`config.mk`:
```
export PLATFORM = sky130hd
export DESIGN_NAME = sram_ctrl
export DESIGN_NICKNAME = d
export VERILOG_FILES = /design/src/rtl/sram_ctrl_pkg.sv /design/src/rtl/sram_ctrl_timer.sv /design/src/rtl/sram_ctrl_seq.sv /design/src/rtl/sram_ctrl_dpath.sv /design/src/rtl/sram_ctrl.sv
export SDC_FILE = /design/constraint.sdc
export NUM_CORES = 1
export LEC_CHECK = 0
export ABC_AREA = 1
export BUFFER_PORTS_ARGS = -buffer_cell sky130_fd_sc_hd__clkbuf_2
export CORE_ASPECT_RATIO = 1.75
export CORE_MARGIN = 2
export CORE_UTILIZATION = 47
export DETAILED_ROUTE_END_ITERATION = 16
export HOLD_SLACK_MARGIN = 0.15
export PLACE_DENSITY = 0.89
export SLEW_MARGIN = 5
export SYNTH_ARGS = -nofsm -noshare
export SYNTH_HDL_FRONTEND = slang
export SYNTH_SLANG_ARGS = --single-unit
```
`constraint.sdc`:
```
create_clock -name clk_i -period 1.6 [get_ports clk_i]
set_input_delay 0.48 -clock clk_i [delete_from_list [all_inputs] [get_ports clk_i]]
set_output_delay 0.48 -clock clk_i [all_outputs]
set_load 0.02 [all_outputs]
```
`src/rtl/sram_ctrl_pkg.sv`:
```
package sram_ctrl_pkg;

  typedef enum logic [2:0] {
    ST_IDLE,
    ST_WSETUP,
    ST_WPULSE,
    ST_WHOLD,
    ST_RACC,
    ST_DONE
  } state_e;

  typedef struct packed {
    logic cs_n;
    logic we_n;
    logic oe_n;
    logic dq_oe;
    logic ack;
  } strobe_t;

  function automatic strobe_t decode_strobe(state_e s);
    strobe_t r;
    r.cs_n  = !(s == ST_WSETUP || s == ST_WPULSE || s == ST_RACC);
    r.we_n  = (s != ST_WPULSE);
    r.oe_n  = (s != ST_RACC);
    r.dq_oe = (s == ST_WPULSE || s == ST_WHOLD);
    r.ack   = (s == ST_DONE);
    return r;
  endfunction

endpackage

```
`src/rtl/sram_ctrl_timer.sv`:
```
module sram_ctrl_timer #(
  parameter int unsigned CW = 2
) (
  input  logic          clk_i,
  input  logic          rst_ni,
  input  logic          load_i,
  input  logic [CW-1:0] load_val_i,
  output logic          zero_o
);

  logic [CW-1:0] cnt_q;

  always_ff @(posedge clk_i or negedge rst_ni) begin
    if (!rst_ni) begin
      cnt_q <= '0;
    end else if (load_i) begin
      cnt_q <= load_val_i;
    end else if (cnt_q != '0) begin
      cnt_q <= cnt_q - 1'b1;
    end
  end

  assign zero_o = (cnt_q == '0);

endmodule

```
`src/rtl/sram_ctrl_seq.sv`:
```
module sram_ctrl_seq
  import sram_ctrl_pkg::*;
#(
  parameter int unsigned SETUP_CYC = 1,
  parameter int unsigned PULSE_CYC = 2,
  parameter int unsigned HOLD_CYC  = 1,
  parameter int unsigned RD_CYC    = 2,
  parameter int unsigned CW        = 2
) (
  input  logic          clk_i,
  input  logic          rst_ni,
  input  logic          req_i,
  input  logic          we_i,
  input  logic          zero_i,
  output logic          load_o,
  output logic [CW-1:0] load_val_o,
  output logic          accept_o,
  output logic          capture_o,
  output logic          cs_no,
  output logic          we_no,
  output logic          oe_no,
  output logic          dq_oe_o,
  output logic          ack_o
);

  localparam logic [CW-1:0] L_SETUP = CW'(SETUP_CYC - 1);
  localparam logic [CW-1:0] L_PULSE = CW'(PULSE_CYC - 1);
  localparam logic [CW-1:0] L_HOLD  = CW'(HOLD_CYC - 1);
  localparam logic [CW-1:0] L_RD    = CW'(RD_CYC - 1);

  state_e  st_q, st_d;
  strobe_t strb_q;

  always_comb begin
    st_d       = st_q;
    load_o     = 1'b0;
    load_val_o = '0;
    accept_o   = 1'b0;
    capture_o  = 1'b0;
    unique case (st_q)
      ST_IDLE: if (req_i) begin
        accept_o = 1'b1;
        load_o   = 1'b1;
        if (we_i) begin
          st_d       = ST_WSETUP;
          load_val_o = L_SETUP;
        end else begin
          st_d       = ST_RACC;
          load_val_o = L_RD;
        end
      end
      ST_WSETUP: if (zero_i) begin
        st_d       = ST_WPULSE;
        load_o     = 1'b1;
        load_val_o = L_PULSE;
      end
      ST_WPULSE: if (zero_i) begin
        st_d       = ST_WHOLD;
        load_o     = 1'b1;
        load_val_o = L_HOLD;
      end
      ST_WHOLD: if (zero_i) st_d = ST_DONE;
      ST_RACC: if (zero_i) begin
        st_d      = ST_DONE;
        capture_o = 1'b1;
      end
      default: st_d = ST_IDLE;
    endcase
  end

  // strobes registered from next state: glitch-free pins
  always_ff @(posedge clk_i or negedge rst_ni) begin
    if (!rst_ni) begin
      st_q   <= ST_IDLE;
      strb_q <= decode_strobe(ST_IDLE);
    end else begin
      st_q   <= st_d;
      strb_q <= decode_strobe(st_d);
    end
  end

  assign cs_no   = strb_q.cs_n;
  assign we_no   = strb_q.we_n;
  assign oe_no   = strb_q.oe_n;
  assign dq_oe_o = strb_q.dq_oe;
  assign ack_o   = strb_q.ack;

  a_r10_we_inside_cs: assert property (@(posedge clk_i) disable iff (!rst_ni)
    !we_no |-> !cs_no);
  a_r10_we_oe_exclusive: assert property (@(posedge clk_i) disable iff (!rst_ni)
    !(!we_no && !oe_no));
  a_r7_no_drive_on_read: assert property (@(posedge clk_i) disable iff (!rst_ni)
    !oe_no |-> !dq_oe_o);
  a_r7_release_first: assert property (@(posedge clk_i) disable iff (!rst_ni)
    $fell(oe_no) |-> !$past(dq_oe_o));
  a_r6_ack_single: assert property (@(posedge clk_i) disable iff (!rst_ni)
    ack_o |=> !ack_o);
  a_r3_drive_covers_pulse: assert property (@(posedge clk_i) disable iff (!rst_ni)
    $rose(we_no) |-> dq_oe_o);
  a_r8_no_accept_busy: assert property (@(posedge clk_i) disable iff (!rst_ni)
    (!cs_no || dq_oe_o) |-> !accept_o);

endmodule

```
`src/rtl/sram_ctrl_dpath.sv`:
```
module sram_ctrl_dpath #(
  parameter int unsigned AW = 19,
  parameter int unsigned DW = 8
) (
  input  logic          clk_i,
  input  logic          rst_ni,
  input  logic          accept_i,
  input  logic          capture_i,
  input  logic [AW-1:0] addr_i,
  input  logic [DW-1:0] wdata_i,
  input  logic [DW-1:0] sram_dq_i,
  output logic [AW-1:0] addr_o,
  output logic [DW-1:0] wdata_o,
  output logic [DW-1:0] rdata_o
);

  logic [AW-1:0] addr_q;
  logic [DW-1:0] wdata_q, rdata_q;

  always_ff @(posedge clk_i or negedge rst_ni) begin
    if (!rst_ni) begin
      addr_q  <= '0;
      wdata_q <= '0;
    end else if (accept_i) begin
      addr_q  <= addr_i;
      wdata_q <= wdata_i;
    end
  end

  always_ff @(posedge clk_i or negedge rst_ni) begin
    if (!rst_ni)        rdata_q <= '0;
    else if (capture_i) rdata_q <= sram_dq_i;
  end

  assign addr_o  = addr_q;
  assign wdata_o = wdata_q;
  assign rdata_o = rdata_q;

endmodule

```
`src/rtl/sram_ctrl.sv`:
```
module sram_ctrl #(
  parameter int unsigned AW        = 19,
  parameter int unsigned DW        = 8,
  parameter int unsigned SETUP_CYC = 1,
  parameter int unsigned PULSE_CYC = 2,
  parameter int unsigned HOLD_CYC  = 1,
  parameter int unsigned RD_CYC    = 2
) (
  input  logic          clk_i,
  input  logic          rst_ni,
  input  logic          req_i,
  input  logic          we_i,
  input  logic [AW-1:0] addr_i,
  input  logic [DW-1:0] wdata_i,
  output logic          ack_o,
  output logic [DW-1:0] rdata_o,
  output logic [AW-1:0] sram_addr_o,
  output logic [DW-1:0] sram_dq_o,
  output logic          sram_dq_oe_o,
  input  logic [DW-1:0] sram_dq_i,
  output logic          sram_cs_no,
  output logic          sram_we_no,
  output logic          sram_oe_no
);

  localparam int unsigned MAX_AB = (SETUP_CYC > PULSE_CYC) ? SETUP_CYC : PULSE_CYC;
  localparam int unsigned MAX_CD = (HOLD_CYC > RD_CYC) ? HOLD_CYC : RD_CYC;
  localparam int unsigned MAXC   = (MAX_AB > MAX_CD) ? MAX_AB : MAX_CD;
  localparam int unsigned CW     = (MAXC < 2) ? 1 : $clog2(MAXC);

  logic          load, zero, accept, capture;
  logic [CW-1:0] load_val;

  sram_ctrl_timer #(.CW(CW)) u_timer (
    .clk_i      (clk_i),
    .rst_ni     (rst_ni),
    .load_i     (load),
    .load_val_i (load_val),
    .zero_o     (zero)
  );

  sram_ctrl_seq #(
    .SETUP_CYC (SETUP_CYC),
    .PULSE_CYC (PULSE_CYC),
    .HOLD_CYC  (HOLD_CYC),
    .RD_CYC    (RD_CYC),
    .CW        (CW)
  ) u_seq (
    .clk_i      (clk_i),
    .rst_ni     (rst_ni),
    .req_i      (req_i),
    .we_i       (we_i),
    .zero_i     (zero),
    .load_o     (load),
    .load_val_o (load_val),
    .accept_o   (accept),
    .capture_o  (capture),
    .cs_no      (sram_cs_no),
    .we_no      (sram_we_no),
    .oe_no      (sram_oe_no),
    .dq_oe_o    (sram_dq_oe_o),
    .ack_o      (ack_o)
  );

  sram_ctrl_dpath #(.AW(AW), .DW(DW)) u_dpath (
    .clk_i     (clk_i),
    .rst_ni    (rst_ni),
    .accept_i  (accept),
    .capture_i (capture),
    .addr_i    (addr_i),
    .wdata_i   (wdata_i),
    .sram_dq_i (sram_dq_i),
    .addr_o    (sram_addr_o),
    .wdata_o   (sram_dq_o),
    .rdata_o   (rdata_o)
  );

  a_r9_addr_held: assert property (@(posedge clk_i) disable iff (!rst_ni)
    ((!sram_cs_no || sram_dq_oe_o) && $past(!sram_cs_no || sram_dq_oe_o))
      |-> $stable(sram_addr_o));
  a_r3_wdata_held: assert property (@(posedge clk_i) disable iff (!rst_ni)
    (sram_dq_oe_o && $past(sram_dq_oe_o)) |-> $stable(sram_dq_o));

endmodule

```
# Yosys cells after proc, flatten, opt, wreduce, memory -nomap -nowiden
# Cells that the tools add are included.
dict set report totals {
  mem_bits_rw 0
  input_bits 39
  wordCells 45
  romBits 0
  ff_bits 44
  mem_count 0
  out_inout_bits 40
  latchBits 0
}
dict set report op_classes {
  n_mux 16
  add_sub_neg 1
  reduce_logical 7
  shifts 0
  multipliers 0
  eq_ne 11
  magnitude_cmp 0
  div 0
  bitwise_logic 0
}
# op n
set ops {}
lappend ops {{2-to-1 mux 3 bit} 5}
lappend ops {{equality test 3 x 2 -> 1 bit, second input constant} 4}
lappend ops {{one-hot mux 3 bit (4 select lines)} 1}
lappend ops {{equality test 3 bit, second input constant} 3}
lappend ops {{2-to-1 mux 1 bit} 8}
lappend ops {{equality test 3 x 1 -> 1 bit, second input constant} 2}
lappend ops {{one-hot mux 1 bit (2 select lines)} 2}
lappend ops {{OR reduction 2 bit} 2}
lappend ops {{logical NOT 3 bit} 1}
lappend ops {{logical OR 1 bit} 3}
lappend ops {{inequality test 3 x 2 -> 1 bit, second input constant} 1}
lappend ops {{inequality test 3 bit, second input constant} 1}
lappend ops {{logical NOT 1 bit} 1}
lappend ops {{subtractor 1 bit, second input constant} 1}

# Logic depth before layout (Yosys ltp)
dict set report logic_depth {
  depth_word 7
  depth_mapped 9
  mapped_depth_nobuf 8
}

# Hierarchy
# Synthesis repeated with hierarchy kept, for this count alone.
dict set report unflattened {
  hier_cells 207
  area_unflattened_um2 1845.5
}
# mod cells_each instances area_each_um2
set by_module_without_submodules {}
lappend by_module_without_submodules {sram_ctrl_dpath 148 1 1358.8}
lappend by_module_without_submodules {sram_ctrl_seq 55 1 450.4}
lappend by_module_without_submodules {sram_ctrl_timer 4 1 36.3}

# Worst setup path after synthesis
# No wires, ideal clock.
dict set report synth_path {
  kind {flip-flop to flip-flop}
  start {reg u_seq.st_q[1]}
  end {reg u_dpath.rdata_q[5] (netlist: u_dpath.rdata_o[5])}
  setup_ps 128
  slack_ps 427
  path_stages_with_launch 4
  n_path_buf 0
  synth_period_minus_slack_ps 1173
  arrival_ps 1045
  required_time_ps 1472
  path_cell_list {dfrtp_1 -> nor2_2 -> nand3_2 -> mux2_1}
}
dict set report synth_between {
  elab_chain_len 2
}
# item line
set synth_rtl {}
lappend synth_rtl {{start, declared} sram_ctrl_seq.sv:31} ;# state_e st_q, st_d;
lappend synth_rtl {{start signal, assigned} sram_ctrl_seq.sv:77} ;# st_q <= st_d;
lappend synth_rtl {{equality test 3 bit} sram_ctrl_seq.sv:40} ;# unique case (st_q)
lappend synth_rtl {{2-to-1 mux 1 bit} sram_ctrl_seq.sv:40}
lappend synth_rtl {{end signal, assigned} sram_ctrl_dpath.sv:32} ;# else if (capture_i) rdata_q <= sram_dq_i;
lappend synth_rtl {{end, declared} sram_ctrl_dpath.sv:18} ;# logic [DW-1:0] wdata_q, rdata_q;
# No other way between the ends.
# A chain may end at the register's enable or synchronous reset.

# Worst setup path in the final report
dict set report layout_path {
  start {reg u_seq.strb_q (netlist bit u_seq.cs_no)}
  end {out sram_cs_no}
}
# item line
set layout_lines {}
lappend layout_lines {{start, declared} sram_ctrl_seq.sv:32} ;# strobe_t strb_q;
lappend layout_lines {{start signal, assigned} sram_ctrl_seq.sv:75} ;# strb_q <= decode_strobe(ST_IDLE);
lappend layout_lines {{start signal, assigned} sram_ctrl_seq.sv:78} ;# strb_q <= decode_strobe(st_d);
lappend layout_lines {{end, declared} sram_ctrl.sv:21} ;# output logic sram_cs_no,
# No word-level cell between the ends.

==> run_results.csv <==
group,metric,value,unit
flow_run,cap_violations,0,
clocking,insertion_delay,0.29,ns
timing,max_clock_freq,687.2,MHz
worst_setup_path,crit_path_max_incr_delay,0.53,ns
timing,fin_ws,0.1449,ns
layout,final_cell_area,2420,sq um
worst_hold_path,hp-class,"input pin to flop",
floorplanning,coreArea,3904,sq um
synth,ys_seq_elements,44,
worst_setup_path,crit_buf_inv,1,
placement,port_buffers,78,
placement,pre_cts_ws,0.1365,ns
status,status,"completed",
timing,hold_ws,0.4044,ns
timing,hold_violations,0,
grt,grt_pass1_wl,6.886,mm
synth,netlist.area_leader.share,52.90,%
grt,grt_start_max_net_pins,32,
layout,n_antenna_cell,0,
drt,firstDrtPassIters,4,
clocking,htreeDepth,2,
synth,avgSynthCellArea,10.54,sq um
clocking,clockBufferDepth,2,
worst_setup_path,path_cells,"clkbuf_2",
synth,yosysSeqAreaShare,56.97,%
timing,setup_viol_count_final,0,
floorplanning,die_area,4677,sq um
power,finalPower,5103,uW
synth,ys_top_cells_by_count,"66 x nand2_1, 41 x dfrtp_1, 17 x nand3_1, 12 x nand3_2, 7 x mux2_2",
worst_setup_path,slowest_stage,"dfstp_2",
placement,place_area,2320,sq um
floorplanning,placementRows,30,
clocking,cts_tree,"yes",
synth,synth_compound_area_share,1.742,%
synth,synthArstFlopShare,100.0,%
layout,fin_nets,304,
synth,synth_xor_area_share,0,%
worst_setup_path,crit_fanout,1,
worst_setup_path,crit_arrival,0.98,ns
floorplanning,fp.dieH,88.98,um
drt,viasPerCell,4.882,
drt,initialDrtViolationCount,13,
timing,finalSetupTns,0,ns
drt,drc,0,
worst_setup_path,crit_required,1.12,ns
synth,yosys_most_used_dff,"dfrtp_1",
floorplanning,die_w,52.56,um
timing,period_share,90.95,%
timing,fin_crit,1.455,ns
grt,grt_pass1_vias,1564,
placement,place.detailed.hpwl,3.332,mm
grt,grt_antenna_before_repair,0,
clocking,ctsRootBufferMaster,"clkbuf_8",
synth,ys_warn_count,0,
worst_setup_path,startpoint_type,"flop",
synth,synth_area,1939,sq um
timing,worst_pin_slew,0.4023,ns
timing,slew_viol_final,0,
floorplanning,initial_utilization,49.68,%
drt,wl,4.358,mm
drt,ant_nets,0,
drt,vias,1533,
drt,routedWlPerCell,13.88,um
synth,synth_cell_types,29,
floorplanning,io_pins,79,
clocking,cts_made_buffers,5,
timing,fin_skew,0.005659,ns
placement,place_congestion,0.8713,
timing,rsz0062_at_grt,"false",
power,leakage,0.001329,uW
synth,synthAdderAreaFrac,0,%
worst_setup_path,critPathKind,"flop to primary output",
synth,netlist_instances,184,
synth,yosys.area_share.simple,29.48,%
grt,gr-total-overflow,0,
timing,slew_headroom,73.18,%
clocking,cts.sinks,44,
layout,area_delta_synth_final,24.77,%
synth,synthMuxAreaShare,4.645,%
synth,synth_top_family_by_area,"simple AND/OR/NAND/NOR gates",
grt,grtUsageTotal,20.19,%
synth,synth_edf_count,0,
clocking,clkTransAtPathRegs,0.08,ns
layout,nFillCells,365,
power,power_density,2109,nW/um^2
layout,drive_gt1_share,45.11,%
worst_setup_path,endpoint_kind,"primary output",
synth,synth_top_cell_by_area,"dfrtp_1",
synth,synthTopCellsByArea,"dfrtp_1 53%, nand2_1 13%, nand3_2 6.2%",
synth,synth_fp_nets,223,
power,ir_worst_vdd,0.001014,V
synth,synth.most_common_cell,"nand2_1",
worst_setup_path,cp_top_family,"flip-flops",
-- through the flow --
step / instances / utilization [%]
after CTS: 314 / 61.76
after floorplan: 184 / -
final: 314 / 61.99
after global placement: 305 / 59.42
after global routing: 314 / 61.99
after detailed placement: 305 / 59.42
-- tightest hold or removal path, cell delays in order --
cell and delay, ns:
clkbuf_2 0.09, nand3_2 0.06, nand2_1 0.04
-- cell usage in the layout (no fill, tap or decap) --
cell type       n
a21oi_1         1
buf_12          1
buf_4           3
clkbuf_1        2
clkbuf_2       78
clkbuf_8        5
clkinv_2        1
dfrtp_1        41
dfstp_2         3
dlygate4sd3_1   1
inv_1           6
inv_2           1
mux2_1          1
mux2_2          7
nand2_1        66
nand2_2         2
nand2_4         1
nand2_8         1
nand3_1        17
nand3_2        12
nand4_1         1
nand4_2         1
nor2_1          4
nor2_2          1
nor2_4          1
nor2_8          1
nor3_1          1
nor3b_1         1
o21ai_0         3
o21ai_1         1
o21ai_2         1
-- cell type report --
| cell class | count | area, sq um | share of cell area [%] |
|---|---|---|---|
| sequential | 44 | 1105 | 45.66 |
| multi-input combinational | 124 | 704.4 | 29.11 |
| timing repair buffer | 83 | 442.9 | 18.30 |
| clock buffer | 7 | 76.32 | 3.154 |
| tap | 48 | 60.06 | 2.482 |
| inverter | 7 | 26.28 | 1.086 |
| clock inverter | 1 | 5.005 | 0.2068 |
-- worst paths after layout --
kind | from | end | slack [ns] | cells after the start
max | u_seq.cs_no | sram_cs_no | 0.14 | 1
min | addr_i[1] | u_dpath.addr_o[1] | 0.40 | 3
max reg2reg | u_seq.st_q[0] | u_dpath.addr_o[6] | 0.18 | 6
min reg2reg | u_dpath.addr_o[14] | u_dpath.addr_o[14] | 0.48 | 2
max in group asynchronous | rst_ni | u_seq.oe_no | 0.38 | 3
min in group asynchronous | rst_ni | u_dpath.addr_o[1] | 0.65 | 2
-- power breakdown --
part	total [uW]	internal (uW)	leakage, uW	switching [uW]
clock	661	307	0.0000422	354
sequential	1990	1650	0.000539	338
combinational	2460	850	0.000748	1610
-- state kept, by name, summed over array words and instances (netlist names), 3 cells and up --
signal / cells
u_dpath.addr_o: 19
u_dpath.rdata_o: 8
u_dpath.wdata_o: 8
u_seq.st_q: 3
-- logic make-up after synthesis --
family,Yosys count
AND/OR/NAND/NOR,110
flip-flops,44
buffers and inverters,16
multiplexers,8
AO/OA/AOI/OAI,6
-- metal layers --
layer | up-vias | track usage (%) | part of all wire, %
met5 | - | 0 | 0
met4 | 0 | 11.19 | 3.3
met3 | 11 | 4.181 | 4.2
met2 | 45 | 37.39 | 58
met1 | 726 | 20.18 | 34
li1 | 751 | - | -
-- timing repair --
action / 4_1_cts / 5_1_grt
endpoints found under the hold margin: 13 / 0
hold buffers: 1 / 0
setup buffers: 0 / 0
setup endpoints to repair: 0 / 9
gates resized for setup: 0 / 1
No activity file was read; power rests on OpenSTA's default activity.
